### src/rtl/dual_baud_pkg.sv
package dual_baud_pkg;

    localparam int unsigned REF_HZ     = 5068800;
    localparam int unsigned OVERSAMPLE = 16;
    localparam int unsigned MIN_BAUD   = 50;
    localparam int          CODE_W     = 4;
    localparam int          NUM_CH     = 2;
    localparam int          CNT_W      = $clog2(REF_HZ / (OVERSAMPLE * MIN_BAUD) + 1);

    typedef logic [CODE_W-1:0] rate_code_t;
    typedef logic [CNT_W-1:0]  div_cnt_t;

    typedef struct packed {
        div_cnt_t period;
        div_cnt_t high_len;
    } div_cfg_t;

    // Baud rate in tenths, so the fractional 134.5 rate stays exact.
    function automatic int unsigned baud_x10(rate_code_t c);
        case (c)
            4'd0:    return 500;
            4'd1:    return 750;
            4'd2:    return 1100;
            4'd3:    return 1345;
            4'd4:    return 1500;
            4'd5:    return 3000;
            4'd6:    return 6000;
            4'd7:    return 12000;
            4'd8:    return 18000;
            4'd9:    return 20000;
            4'd10:   return 24000;
            4'd11:   return 36000;
            4'd12:   return 48000;
            4'd13:   return 72000;
            4'd14:   return 96000;
            default: return 192000;
        endcase
    endfunction

    // Period = REF / (16 * baud), rounded to nearest; high phase takes the odd cycle.
    function automatic div_cfg_t lookup_cfg(rate_code_t c);
        int unsigned twice;
        int unsigned p;
        div_cfg_t    cfg;
        twice        = (REF_HZ * 20) / (OVERSAMPLE * baud_x10(c));
        p            = (twice + 1) / 2;
        cfg.period   = div_cnt_t'(p);
        cfg.high_len = div_cnt_t'(p - p / 2);
        return cfg;
    endfunction

endpackage

### src/rtl/baud_code_reg.sv
module baud_code_reg
    import dual_baud_pkg::*;
#(
    parameter rate_code_t RESET_CODE = 4'd7
) (
    input  logic       clk,
    input  logic       rst,
    input  logic       load,
    input  rate_code_t din,
    output rate_code_t code_q,
    output rate_code_t code_d
);

    always_comb begin
        code_d = load ? din : code_q;
    end

    always_ff @(posedge clk) begin
        if (rst) begin
            code_q <= RESET_CODE;
        end else begin
            code_q <= code_d;
        end
    end

endmodule

### src/rtl/baud_divider.sv
module baud_divider
    import dual_baud_pkg::*;
(
    input  logic       clk,
    input  logic       rst,
    input  logic       restart,
    input  rate_code_t code_cur,
    input  rate_code_t code_nxt,
    output div_cnt_t   cnt_q,
    output logic       bclk
);

    div_cfg_t cfg_cur;
    div_cfg_t cfg_nxt;
    div_cnt_t cnt_d;
    logic     at_end;

    always_comb begin
        cfg_cur = lookup_cfg(code_cur);
        cfg_nxt = lookup_cfg(code_nxt);
        at_end  = (cnt_q == cfg_cur.period - 1'b1);
        if (restart || at_end) begin
            cnt_d = '0;
        end else begin
            cnt_d = cnt_q + 1'b1;
        end
    end

    always_ff @(posedge clk) begin
        if (rst) begin
            cnt_q <= '0;
            bclk  <= 1'b1;
        end else begin
            cnt_q <= cnt_d;
            bclk  <= (cnt_d < cfg_nxt.high_len);
        end
    end

endmodule

### src/rtl/dual_baud_clk.sv
module dual_baud_clk
    import dual_baud_pkg::*;
#(
    parameter rate_code_t RESET_CODE_A = 4'd7,
    parameter rate_code_t RESET_CODE_B = 4'd5
) (
    input  logic       clk,
    input  logic       rst,
    input  logic [3:0] rate_data,
    input  logic       stb_a,
    input  logic       stb_b,
    output logic       bclk_a,
    output logic       bclk_b
);

    logic [NUM_CH-1:0] stb_v;
    logic [NUM_CH-1:0] bclk_v;
    rate_code_t        code_q [NUM_CH];
    rate_code_t        code_d [NUM_CH];
    div_cnt_t          cnt_q  [NUM_CH];

    assign stb_v  = {stb_b, stb_a};
    assign bclk_a = bclk_v[0];
    assign bclk_b = bclk_v[1];

    for (genvar ch = 0; ch < NUM_CH; ch++) begin : g_chan
        baud_code_reg #(
            .RESET_CODE((ch == 0) ? RESET_CODE_A : RESET_CODE_B)
        ) u_code (
            .clk    (clk),
            .rst    (rst),
            .load   (stb_v[ch]),
            .din    (rate_data),
            .code_q (code_q[ch]),
            .code_d (code_d[ch])
        );

        baud_divider u_div (
            .clk      (clk),
            .rst      (rst),
            .restart  (stb_v[ch]),
            .code_cur (code_q[ch]),
            .code_nxt (code_d[ch]),
            .cnt_q    (cnt_q[ch]),
            .bclk     (bclk_v[ch])
        );
    end

endmodule

### config.mk
export PLATFORM = sky130hd
export DESIGN_NAME = dual_baud_clk
export DESIGN_NICKNAME = d
export VERILOG_FILES = /design/src/rtl/dual_baud_pkg.sv /design/src/rtl/baud_code_reg.sv /design/src/rtl/baud_divider.sv /design/src/rtl/dual_baud_clk.sv
export SDC_FILE = /design/constraint.sdc
export NUM_CORES = 2
export LEC_CHECK = 0
export BUFFER_PORTS_ARGS = -buffer_cell sky130_fd_sc_hd__buf_4
export CAP_MARGIN = 20
export CORE_MARGIN = 2
export CORE_UTILIZATION = 40
export DETAILED_ROUTE_END_ITERATION = 7
export GPL_TIMING_DRIVEN = 0
export HOLD_SLACK_MARGIN = 0.03
export PLACE_DENSITY = 0.51
export REMOVE_ABC_BUFFERS = 1
export SETUP_SLACK_MARGIN = 0.2
export SLEW_MARGIN = 30
export SYNTH_ARGS = -nofsm -noshare
export SYNTH_HDL_FRONTEND = slang
export SYNTH_SLANG_ARGS = --single-unit
### constraint.sdc
create_clock -name clk -period 76 [get_ports clk]
set_clock_uncertainty 0.15 [all_clocks]
set_input_delay 3.8 -clock clk [delete_from_list [all_inputs] [get_ports clk]]
set_output_delay 3.8 -clock clk [all_outputs]
set_load 0.02 [all_outputs]
Word-level counts from Yosys, hierarchy flattened

Memory sizes are Yosys's and may differ from the RTL's. A register that Yosys moved wholly into a read port is not among the register bits.
Cells that the tools add are included.

Word-level logic and storage cells: 36
Bits in read-only memories: 1152
Memories kept: 4
Bits of input ports: 8
Flip-flop bits (word level): 36

Memory list:

| name            | depth | bits a word | read ports | clocked after memory_dff | wr ports | line                | source |
|---|---|---|---|---|---|---|---|
| (no name shown) | 16    | 18          | 1          | 1                        | 0        | dual_baud_pkg.sv:20 | `case (c)` |
| (no name shown) | 16    | 18          | 1          | 0                        | 0        | dual_baud_pkg.sv:20 |  |
| (no name shown) | 16    | 18          | 1          | 1                        | 0        | dual_baud_pkg.sv:20 |  |
| (no name shown) | 16    | 18          | 1          | 0                        | 0        | dual_baud_pkg.sv:20 |  |

Reduce and logical (&&, ||, !) cells: 2
Equal/unequal tests: 2
$add $sub $neg: 10
Muxes and demuxes: 6
Div/mod/pow operators: 4
$lt $le $gt $ge: 2

Operator list:

| cell                                               | count |
|---|---|
| divider 27 x 32 -> 32 bit, first input constant    | 4 |
| adder 15 x 1 -> 15 bit, second input constant      | 2 |
| adder 14 x 1 -> 14 bit, second input constant      | 2 |
| adder 13 x 1 -> 13 bit, second input constant      | 2 |
| == test 13 bit                                     | 2 |
| less-than comparator 13 bit                        | 2 |
| two-way mux 13 bit                                 | 2 |
| subtractor 13 x 1 -> 13 bit, second input constant | 2 |
| subtractor 13 bit                                  | 2 |
| two-way mux 4 bit                                  | 4 |
| logical OR 1 bit                                   | 2 |

Depth between registers and ports, before layout

Depth in word-level cells: 7
Mapped depth: 370

By module

Synthesis repeated with hierarchy kept, for this count alone.

Cells, all modules: 12014
Area total of the unflattened synthesis: 82221.4 um2

By module, submodules not included:

| module                           | cells each | area each (um2) | instances |
|---|---|---|---|
| baud_divider                     | 5995       | 40949.3         | 2 |
| baud_code_reg (g_chan[0].u_code) | 12         | 162.7           | 1 |
| baud_code_reg (g_chan[1].u_code) | 12         | 160.2           | 1 |

Worst setup path after synthesis

Ideal clock, no wire load.

Path kind: in2reg
Start: input port stb_b
End: register g_chan[1].u_div.bclk
Cell stages on the path: 341
Setup slack: 7.084 ns
Arrival time: 68.634 ns
Cells stage by stage: buf_2 > mux2_2 > clkbuf_1 > clkbuf_1 > buf_1 > nor2_1 > o21ai_0 > ha_1 > a21oi_1 > o21ai_0 > a21oi_1 > o21ba_2 > nor2_1 > ha_1 > a2111o_1 > a21o_1 > a21oi_1 > o21ai_0 > [... 305 more ...] > nand2_1 > nand2_1 > a21oi_1 > o21ai_0 > a21oi_1 > o21ai_0 > a21oi_1 > o21bai_1 > a21oi_1 > o21bai_1 > a21oi_1 > xnor2_1 > xnor2_1 > ha_1 > nand4_1 > or2_2 > nor4_1 > o21ai_1

Word-level cells in the longest chain between the ends: 6
Elaborated cells between the ends (all ways): 8

RTL lines:

| element                       | line                | source |
|---|---|---|
| start: declaration            | dual_baud_clk.sv:11 | `input logic stb_b,` |
| two-way mux 4 bit             | baud_code_reg.sv:15 | `code_d = load ? din : code_q;` |
| memory read (16 x 18 bit)     | -                   |  |
| divider 27 x 32 -> 32 bit     | dual_baud_pkg.sv:45 | `twice = (REF_HZ * 20) / (OVERSAMPLE * baud_x10(c));` |
| adder 15 x 1 -> 15 bit        | dual_baud_pkg.sv:46 | `p = (twice + 1) / 2;` |
| subtractor 13 bit             | dual_baud_pkg.sv:48 | `cfg.high_len = div_cnt_t'(p - p / 2);` |
| less-than comparator 13 bit * | baud_divider.sv:35  | `bclk <= (cnt_d < cfg_nxt.high_len);` |
| end signal: assignment        | baud_divider.sv:35  |  |
| end: declaration              | baud_divider.sv:10  | `output logic bclk` |

Mark *: on every way between the ends. The rest lies on a longest branch, timed or not.
A chain may end at the register's enable or synchronous reset.

==> flow_summary.ini <==
[sta]
fin_crit_sh_pct = 93.8
finalSetupViolCount = 0
worstMarginPinSlew_ps = 1100
finalHoldViolCount = 0
finalMaxSlewViolations = 0
maxSlewHeadroom_pct = 26.5
rsz0062_at_grt = true
fmax_ghz = 0.0140
timing.final.crit_period_ps = 71260

[placed_design]
numPortBuffers = 9
place_area_um2 = 87300
place_hpwl_mm = 231
place_congestion = 0.893

[flow_run]
max-cap-violations = 0

[synthesis]
syn_avg_cell_area_um2 = 6.77
synthFlopType = dfxtp_1
synthesis.area_um2 = 82700
synth_area_leader_cell = ha_1
syn_inst = 12210
synth_top_area_share_pct = 20.2
synth_seq_cells = 72
synth_common_cells = ha_1, nor2_1, nand2_1, a21oi_1, o21ai_0
synth_edf_count = 0
synthTopCellsByArea = ha_1, a21oi_1, xnor2_1
seq_area_frac_synth_pct = 1.74
ys_async_sr_fraction_pct = 0
yosys_warnings = 0
netlist-cell-type-count = 127
synth_most_common_cell = ha_1

[clock_network]
cts_made_buffers = 9
path_clk_slew_ps = 60
tritoncts = built
root_buffer = clkbuf_16
holdBufCountCts = 0
cts_buffer_depth = 2
clk_latency_ps = 370
htreeDepth = 3
cts.sinks = 72

[critical_path]
crit_path_start_kind = register
worstSetupPathType = register to register
r2r-end = g_chan[1].u_div.bclk$_SDFF_PP1_
end_kind = register
required_ps = 76140
max_stage_delay_ps = 590
rrSetupSlack_ps = 4740
cp_common_cell = o21ai_0
cp_slowest_cell = or4_1
r2r_cells = 314
arrival_ps = 71390
crit_path_max_fanout = 26

[die]
die_area_um2 = 210000
ios = 10
rows = 166
die_y_um = 459
dieWidth_um = 459
core_um2 = 205000
start_util_pct = 40.4

[global_route]
antenna_found_initial = 2
overflow = 0
track_usage_pct = 26.0
grt_max_degree = 42
first_global_vias = 84422
grt_pass1_wl_mm = 455

[layout]
fillers = 21015
drive_gt1_share_pct = 10.1
num-nets-final = 13593
stdcell_area_um2 = 91400
area_growth_pct = 10.5

[routing]
dr.first_iter.drc_count = 6985
dr.pass1.iters = 6
drt_wl_total_mm = 293
detail-route-antenna-nets = 0
num_vias = 91591
route.detailed.drc = 0
wl_per_cell_um = 19.6
avgViaCountPerCell = 6.13

[run_status]
status = finished clean

[worst_hold_path]
hp-class = register to register
worstHoldPathCells = 1
min_to = g_chan[0].u_div.cnt_q[0]$_SDFF_PP0_
hp-start = g_chan[0].u_div.cnt_q[0]$_SDFF_PP0_
==> timing repair <==
item | CTS | global route
gates cloned | 9 | 23
gates resized for setup | 119 | 318
pin swaps | 15 | 83
setup buffers | 16 | 173
setup endpoints to repair | 28 | 28
==> critical path, delay by kind of cell, from the launching register on <==
kind	cells	cell delay, ps
AOI/OAI and AO/OA	178	38380
and+or+nand+nor	81	16970
adders and majority gates	28	9300
muxes	9	2660
buffers and inverters	15	2430
xor gates and xnor gates	3	600
DFF	1	450
==> through the flow <==
stage	setup TNS (ps)	util (%)	instances	worst slack, ps	hold WS [ps]
CTS	0	43.1	14736	225	360
floorplan	0	-	11892	4520	301
global route	-64.6	44.6	14933	-64.6	409
global placement	-489470	41.4	14589	-19780	345
detailed placement	-81490	42.6	14695	-4760	348
finish	0	44.6	14934	4740	361
==> cell type report <==
type / count / area [µm²] / area share [%]
clock inverter: 2 / 60.1 / 0.0657
timing repair buffer: 304 / 3270 / 3.57
multi-input combinational: 11236 / 80600 / 88.2
antenna: 2 / 5.00 / 0.00548
timing repair inverter: 1 / 5.00 / 0.00548
tap: 2688 / 3360 / 3.68
inverter: 615 / 2330 / 2.55
sequential: 72 / 1450 / 1.59
clock buffer: 14 / 274 / 0.300
==> per-layer routing <==
metal  track usage (%)  vias to the layer above  wire length (µm)
li1                  -                    45663                 -
met1              37.2                    43426            143000
met2              43.0                     2227            131000
met3             0.798                      275             12700
met4              5.31                        0              5700
met5                 0                        -                 0
==> worst max path at each step <==
stage	start	end	depth (start not counted)
final	register	g_chan[1].u_div.bclk$_SDFF_PP1_	314
after global routing	stb_a	g_chan[0].u_div.bclk$_SDFF_PP1_	335
after CTS	register	g_chan[1].u_div.bclk$_SDFF_PP1_	322
after detailed placement	stb_a	g_chan[0].u_div.bclk$_SDFF_PP1_	327
after global placement	register	g_chan[0].u_div.bclk$_SDFF_PP1_	308
after floorplan	stb_a	g_chan[0].u_div.bclk$_SDFF_PP1_	310
==> cell usage in the layout, fill, tap and decap left out, types with 214 or more instances in the layout <==
cell type  netlist  routed
a21o_1         452     443
a21oi_1       1098    1061
ha_1          1338    1328
inv_1          609     581
mux2_2         286     284
nand2_1       1120    1100
nand2b_1       237     236
nand3_1        288     277
nor2_1        1253    1223
nor3_1         306     289
o21a_1         266     260
o21ai_0        951     903
o31ai_1        228     214
xnor2_1        622     620
xor2_1         281     280
==> logic make-up (layout without fill, tap and decap cells) <==
family | count (synthesis) | count (layout) | share of synthesized area (%)
mux | 395 | 396 | 5.21
compound gates | 4317 | 4324 | 34.0
buf+inv | 945 | 936 | 4.36
other cells | 2 | 16 | 0.00908
flops | 72 | 72 | 1.74
fa+ha+maj | 1346 | 1346 | 20.4
simple gates | 4228 | 4251 | 24.6
xor+xnor | 905 | 905 | 9.61
Power is not shown: default switching activity piles up to over one toggle a cycle in this logic, so the estimate is an artifact.
